`config.mk`:
```
export PLATFORM = sky130hd
export DESIGN_NAME = ir_pulse_classifier
export DESIGN_NICKNAME = d
export VERILOG_FILES = /design/src/rtl/ir_sym_pkg.sv /design/src/rtl/ir_period_meter.sv /design/src/rtl/ir_window_cmp.sv /design/src/rtl/ir_symbol_fsm.sv /design/src/rtl/ir_bit_collector.sv /design/src/rtl/ir_pulse_classifier.sv
export SDC_FILE = /design/constraint.sdc
export NUM_CORES = 1
export LEC_CHECK = 0
export BUFFER_PORTS_ARGS = -buffer_cell sky130_fd_sc_hd__buf_2
export CORE_UTILIZATION = 45
export DETAILED_ROUTE_END_ITERATION = 12
export PLACE_DENSITY = 0.69
export SYNTH_ARGS = -nofsm -noshare
export SYNTH_HDL_FRONTEND = slang
export SYNTH_SLANG_ARGS = --single-unit
```
`constraint.sdc`:
```
create_clock -name clk -period 8.8 [get_ports clk]
set_input_delay 1.76 -clock clk [delete_from_list [all_inputs] [get_ports clk]]
set_output_delay 1.76 -clock clk [all_outputs]
set_load 0.1 [all_outputs]
```
`src/rtl/ir_sym_pkg.sv`:
```
// Package: shared widths, window indices and encodings of the classifier.
// Assumes: the bit counter is wide enough to hold DATA_W.
package ir_sym_pkg;
    localparam int CNT_W  = 10;  // period measure width (header-high window width)
    localparam int LIM_W  = 8;   // width of the narrow windows
    localparam int DATA_W = 32;  // received data register width
    localparam int BCNT_W = 6;   // bit counter width
    localparam int NWIN   = 5;   // number of windows

    // Window indices into the hit vector.
    localparam int W_HH = 0;     // header high, stop low, burst timeout
    localparam int W_HL = 1;     // header low
    localparam int W_RP = 2;     // repeat low
    localparam int W_D0 = 3;     // bit window (shared)
    localparam int W_D1 = 4;     // logic-1 low

    typedef enum logic [2:0] {
        SYM_NONE  = 3'd0,
        SYM_HDR   = 3'd1,
        SYM_RPT   = 3'd2,
        SYM_B0    = 3'd3,
        SYM_B1    = 3'd4,
        SYM_BURST = 3'd5,
        SYM_STOP  = 3'd6,
        SYM_ERR   = 3'd7
    } sym_e;

    typedef enum logic [1:0] {
        ST_IDLE = 2'd0,
        ST_HIGH = 2'd1,
        ST_LOW  = 2'd2
    } state_e;
endpackage

```
`src/rtl/ir_period_meter.sv`:
```
// Period meter: detects edges of the synchronised line and counts ticks
// spent at the current level. The count restarts on each edge (counting a
// tick in the edge cycle) and holds at its maximum.
// Assumes: level is already synchronised to clk.
module ir_period_meter #(
    parameter int W = 10
) (
    input  logic         clk,
    input  logic         rst_n,
    input  logic         level,
    input  logic         tick,
    output logic         rise,
    output logic         fall,
    output logic [W-1:0] count
);
    localparam logic [W-1:0] CMAX = '1;

    logic level_q;

    assign rise = level & ~level_q;
    assign fall = ~level & level_q;

    // Remember the previous line level for edge detection.
    always_ff @(posedge clk) begin
        if (!rst_n) level_q <= 1'b0;
        else        level_q <= level;
    end

    // Restart on an edge, otherwise count ticks up to saturation.
    always_ff @(posedge clk) begin
        if (!rst_n)                     count <= '0;
        else if (rise || fall)          count <= tick ? W'(1) : '0;
        else if (tick && count != CMAX) count <= count + W'(1);
    end
endmodule

```
`src/rtl/ir_window_cmp.sv`:
```
// Window comparator: flags a value lying inside [lo, hi], both ends inclusive.
// Assumes: narrower limits are zero-extended by the caller.
module ir_window_cmp #(
    parameter int W = 10
) (
    input  logic [W-1:0] value,
    input  logic [W-1:0] lo,
    input  logic [W-1:0] hi,
    output logic         hit
);
    // Inclusive range test.
    always_comb hit = (value >= lo) && (value <= hi);
endmodule

```
`src/rtl/ir_symbol_fsm.sv`:
```
// Symbol sequencer: tracks idle / high / low, qualifies each high period on
// its falling edge, and decodes the pair on the rising edge that ends the
// low period, or on a silence timeout. Emits a registered one-cycle strobe
// and also exposes the unregistered decision for the bit collector.
// Assumes: hit[] reflects the count of the period ending in an edge cycle.
module ir_symbol_fsm
    import ir_sym_pkg::*;
#(
    parameter int CW = 10
) (
    input  logic            clk,
    input  logic            rst_n,
    input  logic            rise,
    input  logic            fall,
    input  logic [CW-1:0]   count,
    input  logic [CW-1:0]   timeout_lim,
    input  logic [NWIN-1:0] hit,
    output logic            emit_d,
    output sym_e            code_d,
    output logic            sym_valid,
    output logic [2:0]      sym_code
);
    state_e st_q, st_d;
    logic   hh_q, hh_d;   // latched: high period fit header window
    logic   d0_q, d0_d;   // latched: high period fit bit window
    logic   over;

    // Silence timeout: the low period has run past the header-high limit.
    always_comb over = (count > timeout_lim);

    // Next-state and symbol decision.
    always_comb begin
        st_d   = st_q;
        hh_d   = hh_q;
        d0_d   = d0_q;
        emit_d = 1'b0;
        code_d = SYM_NONE;
        unique case (st_q)
            ST_IDLE: begin
                if (rise) st_d = ST_HIGH;
            end
            ST_HIGH: begin
                if (fall) begin
                    if (hit[W_HH] || hit[W_D0]) begin
                        st_d = ST_LOW;
                        hh_d = hit[W_HH];
                        d0_d = hit[W_D0];
                    end else begin
                        emit_d = 1'b1;
                        code_d = SYM_ERR;
                        st_d   = ST_IDLE;
                    end
                end
            end
            ST_LOW: begin
                if (rise) begin
                    emit_d = 1'b1;
                    st_d   = ST_HIGH;
                    if (hh_q && hit[W_HL])      code_d = SYM_HDR;
                    else if (hh_q && hit[W_RP]) code_d = SYM_RPT;
                    else if (d0_q && hit[W_D0]) code_d = SYM_B0;
                    else if (d0_q && hit[W_D1]) code_d = SYM_B1;
                    else if (d0_q && hit[W_HH]) code_d = SYM_STOP;
                    else begin
                        code_d = SYM_ERR;
                        st_d   = ST_IDLE;
                    end
                end else if (over) begin
                    emit_d = 1'b1;
                    code_d = d0_q ? SYM_BURST : SYM_ERR;
                    st_d   = ST_IDLE;
                end
            end
            default: st_d = ST_IDLE;
        endcase
    end

    // State and qualification flags.
    always_ff @(posedge clk) begin
        if (!rst_n) begin
            st_q <= ST_IDLE;
            hh_q <= 1'b0;
            d0_q <= 1'b0;
        end else begin
            st_q <= st_d;
            hh_q <= hh_d;
            d0_q <= d0_d;
        end
    end

    // Registered symbol strobe and code.
    always_ff @(posedge clk) begin
        if (!rst_n) begin
            sym_valid <= 1'b0;
            sym_code  <= 3'd0;
        end else begin
            sym_valid <= emit_d;
            sym_code  <= emit_d ? code_d : SYM_NONE;
        end
    end
endmodule

```
`src/rtl/ir_bit_collector.sv`:
```
// Bit collector: clears on a header, stores logic 0/1 symbols at the
// current bit index (first bit in bit 0) and counts bits with saturation.
// Assumes: BCNT_W can represent DATA_W; driven by the unregistered decision
// so that data and count update on the same edge as the strobe.
module ir_bit_collector
    import ir_sym_pkg::*;
#(
    parameter int DATA_W = 32,
    parameter int BCNT_W = 6
) (
    input  logic              clk,
    input  logic              rst_n,
    input  logic              emit,
    input  sym_e              code,
    output logic [DATA_W-1:0] rx_data,
    output logic [BCNT_W-1:0] bit_count
);
    localparam int                IDX_W = $clog2(DATA_W);
    localparam logic [BCNT_W-1:0] STORE_LIM = BCNT_W'(DATA_W);
    localparam logic [BCNT_W-1:0] BC_MAX = '1;

    logic is_bit;
    logic bit_val;

    // Classify the decision as a data bit and pick its value.
    always_comb begin
        is_bit  = emit && (code == SYM_B0 || code == SYM_B1);
        bit_val = (code == SYM_B1);
    end

    // Data register and saturating bit counter.
    always_ff @(posedge clk) begin
        if (!rst_n) begin
            rx_data   <= '0;
            bit_count <= '0;
        end else if (emit && code == SYM_HDR) begin
            rx_data   <= '0;
            bit_count <= '0;
        end else if (is_bit) begin
            if (bit_count < STORE_LIM)
                rx_data[bit_count[IDX_W-1:0]] <= bit_val;
            if (bit_count != BC_MAX)
                bit_count <= bit_count + BCNT_W'(1);
        end
    end
endmodule

```
`src/rtl/ir_pulse_classifier.sv`:
```
// Top: infrared pulse-width symbol classifier. Measures high/low periods in
// tick units, compares them against five programmable windows and reports
// symbols plus collected data bits.
// Assumes: ir_in synchronised, window limits stable while a frame runs.
module ir_pulse_classifier
    import ir_sym_pkg::*;
#(
    parameter int HH_W  = ir_sym_pkg::CNT_W,
    parameter int LW    = ir_sym_pkg::LIM_W,
    parameter int DW    = ir_sym_pkg::DATA_W,
    parameter int BCW   = ir_sym_pkg::BCNT_W
) (
    input  logic           clk,
    input  logic           rst_n,
    input  logic           ir_in,
    input  logic           tick,
    input  logic [HH_W-1:0] hdr_hi_min,
    input  logic [HH_W-1:0] hdr_hi_max,
    input  logic [LW-1:0]  hdr_lo_min,
    input  logic [LW-1:0]  hdr_lo_max,
    input  logic [LW-1:0]  rpt_lo_min,
    input  logic [LW-1:0]  rpt_lo_max,
    input  logic [LW-1:0]  bit_min,
    input  logic [LW-1:0]  bit_max,
    input  logic [LW-1:0]  one_lo_min,
    input  logic [LW-1:0]  one_lo_max,
    output logic           sym_valid,
    output logic [2:0]     sym_code,
    output logic [DW-1:0]  rx_data,
    output logic [BCW-1:0] bit_count
);
    localparam int CW  = HH_W;
    localparam int EXT = CW - LW;

    logic            rise, fall;
    logic [CW-1:0]   count;
    logic [CW-1:0]   wlo [NWIN];
    logic [CW-1:0]   whi [NWIN];
    logic [NWIN-1:0] hit;
    logic            emit_d;
    sym_e            code_d;

    // Gather window limits, zero-extending the narrow ones.
    always_comb begin
        wlo[W_HH] = hdr_hi_min;
        whi[W_HH] = hdr_hi_max;
        wlo[W_HL] = {{EXT{1'b0}}, hdr_lo_min};
        whi[W_HL] = {{EXT{1'b0}}, hdr_lo_max};
        wlo[W_RP] = {{EXT{1'b0}}, rpt_lo_min};
        whi[W_RP] = {{EXT{1'b0}}, rpt_lo_max};
        wlo[W_D0] = {{EXT{1'b0}}, bit_min};
        whi[W_D0] = {{EXT{1'b0}}, bit_max};
        wlo[W_D1] = {{EXT{1'b0}}, one_lo_min};
        whi[W_D1] = {{EXT{1'b0}}, one_lo_max};
    end

    ir_period_meter #(.W(CW)) u_meter (
        .clk   (clk),
        .rst_n (rst_n),
        .level (ir_in),
        .tick  (tick),
        .rise  (rise),
        .fall  (fall),
        .count (count)
    );

    for (genvar g = 0; g < NWIN; g++) begin : g_win
        ir_window_cmp #(.W(CW)) u_win (
            .value (count),
            .lo    (wlo[g]),
            .hi    (whi[g]),
            .hit   (hit[g])
        );
    end

    ir_symbol_fsm #(.CW(CW)) u_fsm (
        .clk         (clk),
        .rst_n       (rst_n),
        .rise        (rise),
        .fall        (fall),
        .count       (count),
        .timeout_lim (hdr_hi_max),
        .hit         (hit),
        .emit_d      (emit_d),
        .code_d      (code_d),
        .sym_valid   (sym_valid),
        .sym_code    (sym_code)
    );

    ir_bit_collector #(.DATA_W(DW), .BCNT_W(BCW)) u_bits (
        .clk       (clk),
        .rst_n     (rst_n),
        .emit      (emit_d),
        .code      (code_d),
        .rx_data   (rx_data),
        .bit_count (bit_count)
    );
endmodule

```
[After elaboration in Yosys (flattened, before gate mapping)]
Index checks and enable logic that the tools add are counted.
Operators by class
  add/sub/neg operators: 2
  multipliers: 0
  div/mod/pow operators: 0
  magnitude comparators: 14
  equality and inequality tests: 10
  shift operators: 0
  muxes and demuxes: 33
  bitwise gates (word level): 5
  reductions and logical operators: 25
Operator list (count)
  >= comparator 10 x 8 -> 1 bit: 4
  less-or-equal comparator 10 x 8 -> 1 bit: 4
  bitwise mux 32 bit: 1
  two-way mux 3 bit: 8
  two-way mux 10 bit: 2
  two-way mux 2 bit: 10
  logical AND 1 bit: 14
  adder 10 x 1 -> 10 bit, second input constant: 1
  >= comparator 10 bit: 1
  greater-than comparator 10 bit: 1
  less-or-equal comparator 10 bit: 1
  inequality test 10 bit, second input constant: 1
  two-way mux 1 bit: 8
  adder 6 x 1 -> 6 bit, second input constant: 1
  less-than comparator 5 x 6 -> 1 bit, second input constant: 1
  less-than comparator 6 bit, second input constant: 1
  inequality test 6 bit, second input constant: 1
  case mux 2 bit (3 select lines): 1
  case mux 3 bit (2 select lines): 1
  AND reduction 2 bit: 3
  AND reduction 3 bit: 2
  demux 1 bit (select 5 bit): 1
  >= comparator 5 x 1 -> 1 bit, second input constant: 1
  inequality test 2 bit, second input constant: 2
  13 further kinds: 18
Storage, ports and cells
  register bits after elaboration: 57
  latch bits: 0
  bits in writable memories: 0
  ROM bits: 0
  bits of input ports: 88
  output and inout port bits: 42
  word-level logic and storage cells: 98
  memories kept: 0

[Longest topological paths before layout]
  word-level depth: 14
  mapped depth: 13
  mapped depth without buffers: 11

[By module]
A second synthesis with hierarchy kept.
Unflattened totals
  cells, all modules: 712
  area, all modules: 5764.3 µm²
Modules (own cells, without submodules)
  ir_window_cmp: instances 5, cells an instance 68, area each 508.0 µm², sequential area each 0.0 µm²
  ir_bit_collector: instances 1, cells an instance 207, area each 1831.8 µm², sequential area each 760.7 µm²
  ir_symbol_fsm: instances 1, cells an instance 95, area each 745.7 µm², sequential area each 160.2 µm²
  ir_period_meter: instances 1, cells an instance 69, area each 643.1 µm², sequential area each 220.2 µm²
  ir_pulse_classifier: instances 1, cells an instance 1, area each 3.8 µm², sequential area each 0.0 µm²

[Worst setup path after synthesis]
No wires, ideal clock.
  path kind: input -> register
  start: input bit_max[7]
  end: register u_bits.bit_count[5]
  library setup time: 0.116 ns
  arrival time: 4.415 ns
  data required time: 8.684 ns
  setup slack: 4.270 ns
  cell stages on the path: 10
  path buffers: 0
  path through: inv_1 > ha_1 > a211oi_2 > a41oi_2 > a211oi_2 > a31oi_1 > a211oi_4 > mux2_4 > or4_1 > a31o_1
Between the ends
  word-level cells in the longest chain between the ends: 12
  elaborated cells on any way between the ends: 22
  those cells by class: 1 x order compare; 3 x eq/ne; 10 x mux; 8 x reduce/logical
Ends and longest elaborated chain
  from (decl): RTL line ir_pulse_classifier.sv:24  | input logic [LW-1:0] bit_max,
  less-or-equal comparator 10 x 8 -> 1 bit (*): RTL line ir_window_cmp.sv:12  | always_comb hit = (value >= lo) && (value <= hi);
  logical AND 1 bit (*): RTL line ir_window_cmp.sv:12
  logical AND 1 bit: RTL line ir_symbol_fsm.sv:61  | else if (d0_q && hit[W_D0]) code_d = SYM_B0;
  two-way mux 3 bit: RTL line ir_symbol_fsm.sv:61
  two-way mux 3 bit: RTL line ir_symbol_fsm.sv:60  | else if (hh_q && hit[W_RP]) code_d = SYM_RPT;
  two-way mux 3 bit: RTL line ir_symbol_fsm.sv:59  | if (hh_q && hit[W_HL]) code_d = SYM_HDR;
  two-way mux 3 bit: RTL line ir_symbol_fsm.sv:56  | if (rise) begin
  case mux 3 bit (2 select lines): RTL line ir_symbol_fsm.sv:38  | unique case (st_q)
  equality test 3 x 2 -> 1 bit or equality test 3 bit (tied branches): RTL line ir_bit_collector.sv:27  | is_bit = emit && (code == SYM_B0 || code == SYM_B1);
  logical OR 1 bit: RTL line ir_bit_collector.sv:27
  logical AND 1 bit: RTL line ir_bit_collector.sv:27
  AND reduction 2 bit (no source line)
  to (signal assigned): RTL line ir_bit_collector.sv:43  | bit_count <= bit_count + BCNT_W'(1);
  to (decl): RTL line ir_bit_collector.sv:16  | output logic [BCNT_W-1:0] bit_count
Every way passes the cells marked *; elsewhere a longest branch is shown, timed or not.
A chain may end at the register's enable or synchronous reset.

[Worst setup path after layout]
  start: input hdr_hi_max[5]
  end: register u_bits.rx_data[15]
Between the ends
  word-level cells in the longest chain between the ends: 14
  elaborated cells on any way between the ends: 29
  those cells by class: 2 x order compare; 3 x eq/ne; 16 x mux; 8 x reduce/logical
Ends and longest elaborated chain
  from (decl): RTL line ir_pulse_classifier.sv:18  | input logic [HH_W-1:0] hdr_hi_max,
  less-or-equal comparator 10 bit: RTL line ir_window_cmp.sv:12
  logical AND 1 bit: RTL line ir_window_cmp.sv:12
  logical AND 1 bit: RTL line ir_symbol_fsm.sv:63  | else if (d0_q && hit[W_HH]) code_d = SYM_STOP;
  two-way mux 1 bit: RTL line ir_symbol_fsm.sv:63
  two-way mux 3 bit: RTL line ir_symbol_fsm.sv:62  | else if (d0_q && hit[W_D1]) code_d = SYM_B1;
  two-way mux 3 bit: RTL line ir_symbol_fsm.sv:61
  two-way mux 3 bit: RTL line ir_symbol_fsm.sv:60
  two-way mux 3 bit: RTL line ir_symbol_fsm.sv:59
  two-way mux 3 bit: RTL line ir_symbol_fsm.sv:56
  case mux 3 bit (2 select lines): RTL line ir_symbol_fsm.sv:38
  equality test 3 x 2 -> 1 bit or equality test 3 bit (tied branches): RTL line ir_bit_collector.sv:27, ir_bit_collector.sv:28
  logical OR 1 bit: RTL line ir_bit_collector.sv:27
  logical AND 1 bit: RTL line ir_bit_collector.sv:27
  AND reduction 2 bit (no source line)
  to (signal, indexed assignment): RTL line ir_bit_collector.sv:41  | rx_data[bit_count[IDX_W-1:0]] <= bit_val;
  to (decl): RTL line ir_bit_collector.sv:15  | output logic [DATA_W-1:0] rx_data,
Parallel ways exist; a longest one is shown, timed or not.

==> impl_metrics.yaml <==
critical_path:
  crit-reg2reg-capture: "u_bits.rx_data[15]"
  cp_common_cell: "o21ai_1"
  r2r_slack_ns: 4.27
  cp-start-kind: "input port"
  critical_path.cell_chain: "buf_2, inv_1, ha_1, a21oi_2, o21ai_1, a2111o_1, a32oi_2, o21ai_1, a21o_1, o41a_1, buf_4, nand3_1, mux2i_1"
  crit_family: "compound AO/OA/AOI/OAI gates"
  cp.buffers_inverters: 3
  max_stage_delay_ns: 0.91
  critPathKind: "input port to register"
  arrival_ns: 5.38
  cp_max_fo: 38
  worst_setup_path_end_kind: "register"
  crit_required_ns: 8.94
  r2r_cells: 11
  crit_path_top_delay_cell: "nand3_1"
  r2r-start: "u_meter.count[1]"
detailed_routing:
  routedWlPerCell_um: 15.3
  drt-total-wl_um: 13700
  dr.pass1.iters: 5
  drc_errors: 0
  viasPerCell: 5.62
  ant_nets: 0
  drt_iter0_drc: 296
  vias: 5015
yosys:
  ys_seq_area_share_pct: 21.5
  synth_edf_count: 0
  synthSimpleGateAreaFrac_pct: 17.3
  postSynthNetCount: 811
  synth_compound_area_share_pct: 21.5
  synthCells: 628
  muxShareOfSynthArea_pct: 6.70
  syn_area_sq_mm: 0.00530
  synthXorXnorAreaFrac_pct: 1.49
  synth_most_common_cell: "ha_1"
  synth_area_leaders: "ha_1 (22%), dfxtp_1 (22%), inv_1 (6.5%)"
  synth_top_family_by_area: "adder cells"
  synth_cell_types: 73
  synth_flop_cell: "dfxtp_1"
  avgSynthCellArea_sq_um: 8.44
  ys_ff_latch: 57
  synth_top_area_share_pct: 22.4
  synthAdderAreaFrac_pct: 22.4
  synth-async-reset-ratio_pct: 0
  yosys.area.top_type: "ha_1"
  yosysWarnings: 0
  netlist_top_cells_count: "ha_1 (95), inv_1 (92), nand2_1 (62), dfxtp_1 (57), mux2i_1 (34)"
hold_path:
  whs_endpoint: "u_bits.rx_data[14]"
  worstHoldPathCells: 2
  hp-start: "u_bits.rx_data[14]"
  hp-class: "register to register"
place:
  hpwl_um: 10400
  port_buffers: 129
  pre_cts_ws_ns: 3.20
  place.gp.congestion: 0.874
finish:
  diodes: 0
  fin_nets: 927
  final_util_pct: 55.4
  layout-drive-gt1-share_pct: 23.2
  area_growth_pct: 19.7
outcome:
  status: "completed"
die:
  die_x_um: 111
  io_pins: 130
  die_area_sq_mm: 0.0122
  die_h_um: 111
  initial_core_util_pct: 46.2
  coreArea_sq_mm: 0.0115
  num_rows: 39
clock_tree:
  clk_pin_slew_ns: 0.06
  clockRootBuffer: "clkbuf_16"
  cts_max_path_buffers: 2
  numCtsBuffers: 9
  clock_sinks: 57
  cts_resized: 0
  cts_max_level: 3
  post_cts_buffers: 0
  cts_tree: "yes"
  clock_latency_ns: 0.32
  cts_hold_buf: 0
global_routing:
  grt_util_all_layers_pct: 22.5
  met3_usage_pct: 4.01
  busiest_layer: "met2"
  grt_pass1_wl_um: 23100
  grt_pass1_vias: 4917
  grt_max_degree: 39
  grt_use_met2_pct: 39.2
  antenna_found_initial: 0
  gr-total-overflow: 0
  met1_usage_pct: 28.6
sta:
  setup_viol: 0
  skew_ns: 0.00716
  fin_crit_sh_pct: 59.5
  final_max_slew_viol_count: 0
  fmax_mhz: 191
  slew_headroom_pct: 21.9
  worst_slew_pin_slew_ns: 1.17
  timing.final.ws_setup_ns: 3.56
  rsz0062_at_grt: "no"
  final.min_clock_period_ns: 5.24
  timing.hold.ws_ns: 0.453
  final-hold-violation-count: 0
  setup_tns_ns: 0
power_and_ir_drop:
  ir_drop_v: 0.000106
  powerDensity_mw_per_mm2: 115
  leakagePower_nw: 3.31
  power_mw: 0.733
flow_run:
  maxCapViolCount: 0
==> cell type report <==
class	instances	area, sq um
clock inverter	6	90.1
sequential	57	1140
clock buffer	10	239
timing repair buffer	131	661
fill	1055	5120
multi-input combinational	451	3680
tap	143	179
inverter	94	353
==> placed cells by master (no fill, tap or decap), drive strengths merged, types with 8 or more instances in the layout <==
cell type  instances
nand2             62
mux2i             34
dfxtp             57
nor3               9
nand3             21
nand2b             8
inv               95
nor2              25
clkbuf            10
buf              131
o2111ai           30
a211oi            10
o21ai             15
ha                95
nand4             14
a21oi             31
==> stage by stage <==
| step | instances | instance area (sq um) |
|---|---|---|
| after detailed placement | 876 | 6020 |
| final | 892 | 6350 |
| after CTS | 892 | 6350 |
| after global placement | 876 | 6020 |
| after global routing | 892 | 6350 |
| after floorplan | 628 | 5300 |
==> sequential cells by signal (all words and copies together), names as in the netlist <==
| register | cells |
|---|---|
| u_fsm.hh_q | 1 |
| u_fsm.sym_valid | 1 |
| u_fsm.sym_code | 3 |
| u_meter.level_q | 1 |
| u_fsm.d0_q | 1 |
| u_meter.count | 10 |
| u_fsm.st_q | 2 |
| u_bits.bit_count | 6 |
| u_bits.rx_data | 32 |
==> power by group <==
group	switching, mW	internal (mW)	leakage (nW)	total [mW]
Combinational	0.0490	0.0410	2.69	0.0900
Clock	0.124	0.256	0.159	0.380
Sequential	0.00287	0.260	0.460	0.263
==> worst max path at each step <==
stage                  start                   to  cells after the start
2_1_floorplan     bit_max[7]  u_bits.bit_count[5]                     10
3_3_place_gp   hdr_hi_max[5]   u_bits.rx_data[31]                     13
3_5_place_dp   one_lo_min[3]   u_bits.rx_data[15]                     13
4_1_cts        one_lo_min[3]   u_bits.rx_data[15]                     13
5_1_grt        hdr_lo_min[5]   u_bits.rx_data[15]                     13
6_report       hdr_hi_max[5]   u_bits.rx_data[15]                     13
==> worst min-delay path, stage by stage, from the launching register on <==
cell and delay [ns]:
dfxtp_1 0.30, nand2_1 0.05, mux2i_1 0.05
==> per-layer routing <==
layer  routed length, um  up-vias
met2                6550      175
li1                    -     2498
met1                6210     2327
met5                   0        -
met3                 747       15
met4                 170        0
==> cell families (layout without fill, tap and decap cells) <==
logic type                 Yosys count  count (layout)
muxes                               35              35
buffers and inverters              120             241
xor gates and xnor gates             9               9
AOI/OAI and AO/OA                  139             139
adders and majority gates           95              95
and+or+nand+nor                    173             173
DFF                                 57              57
No activity file was read; power rests on OpenSTA's default activity.
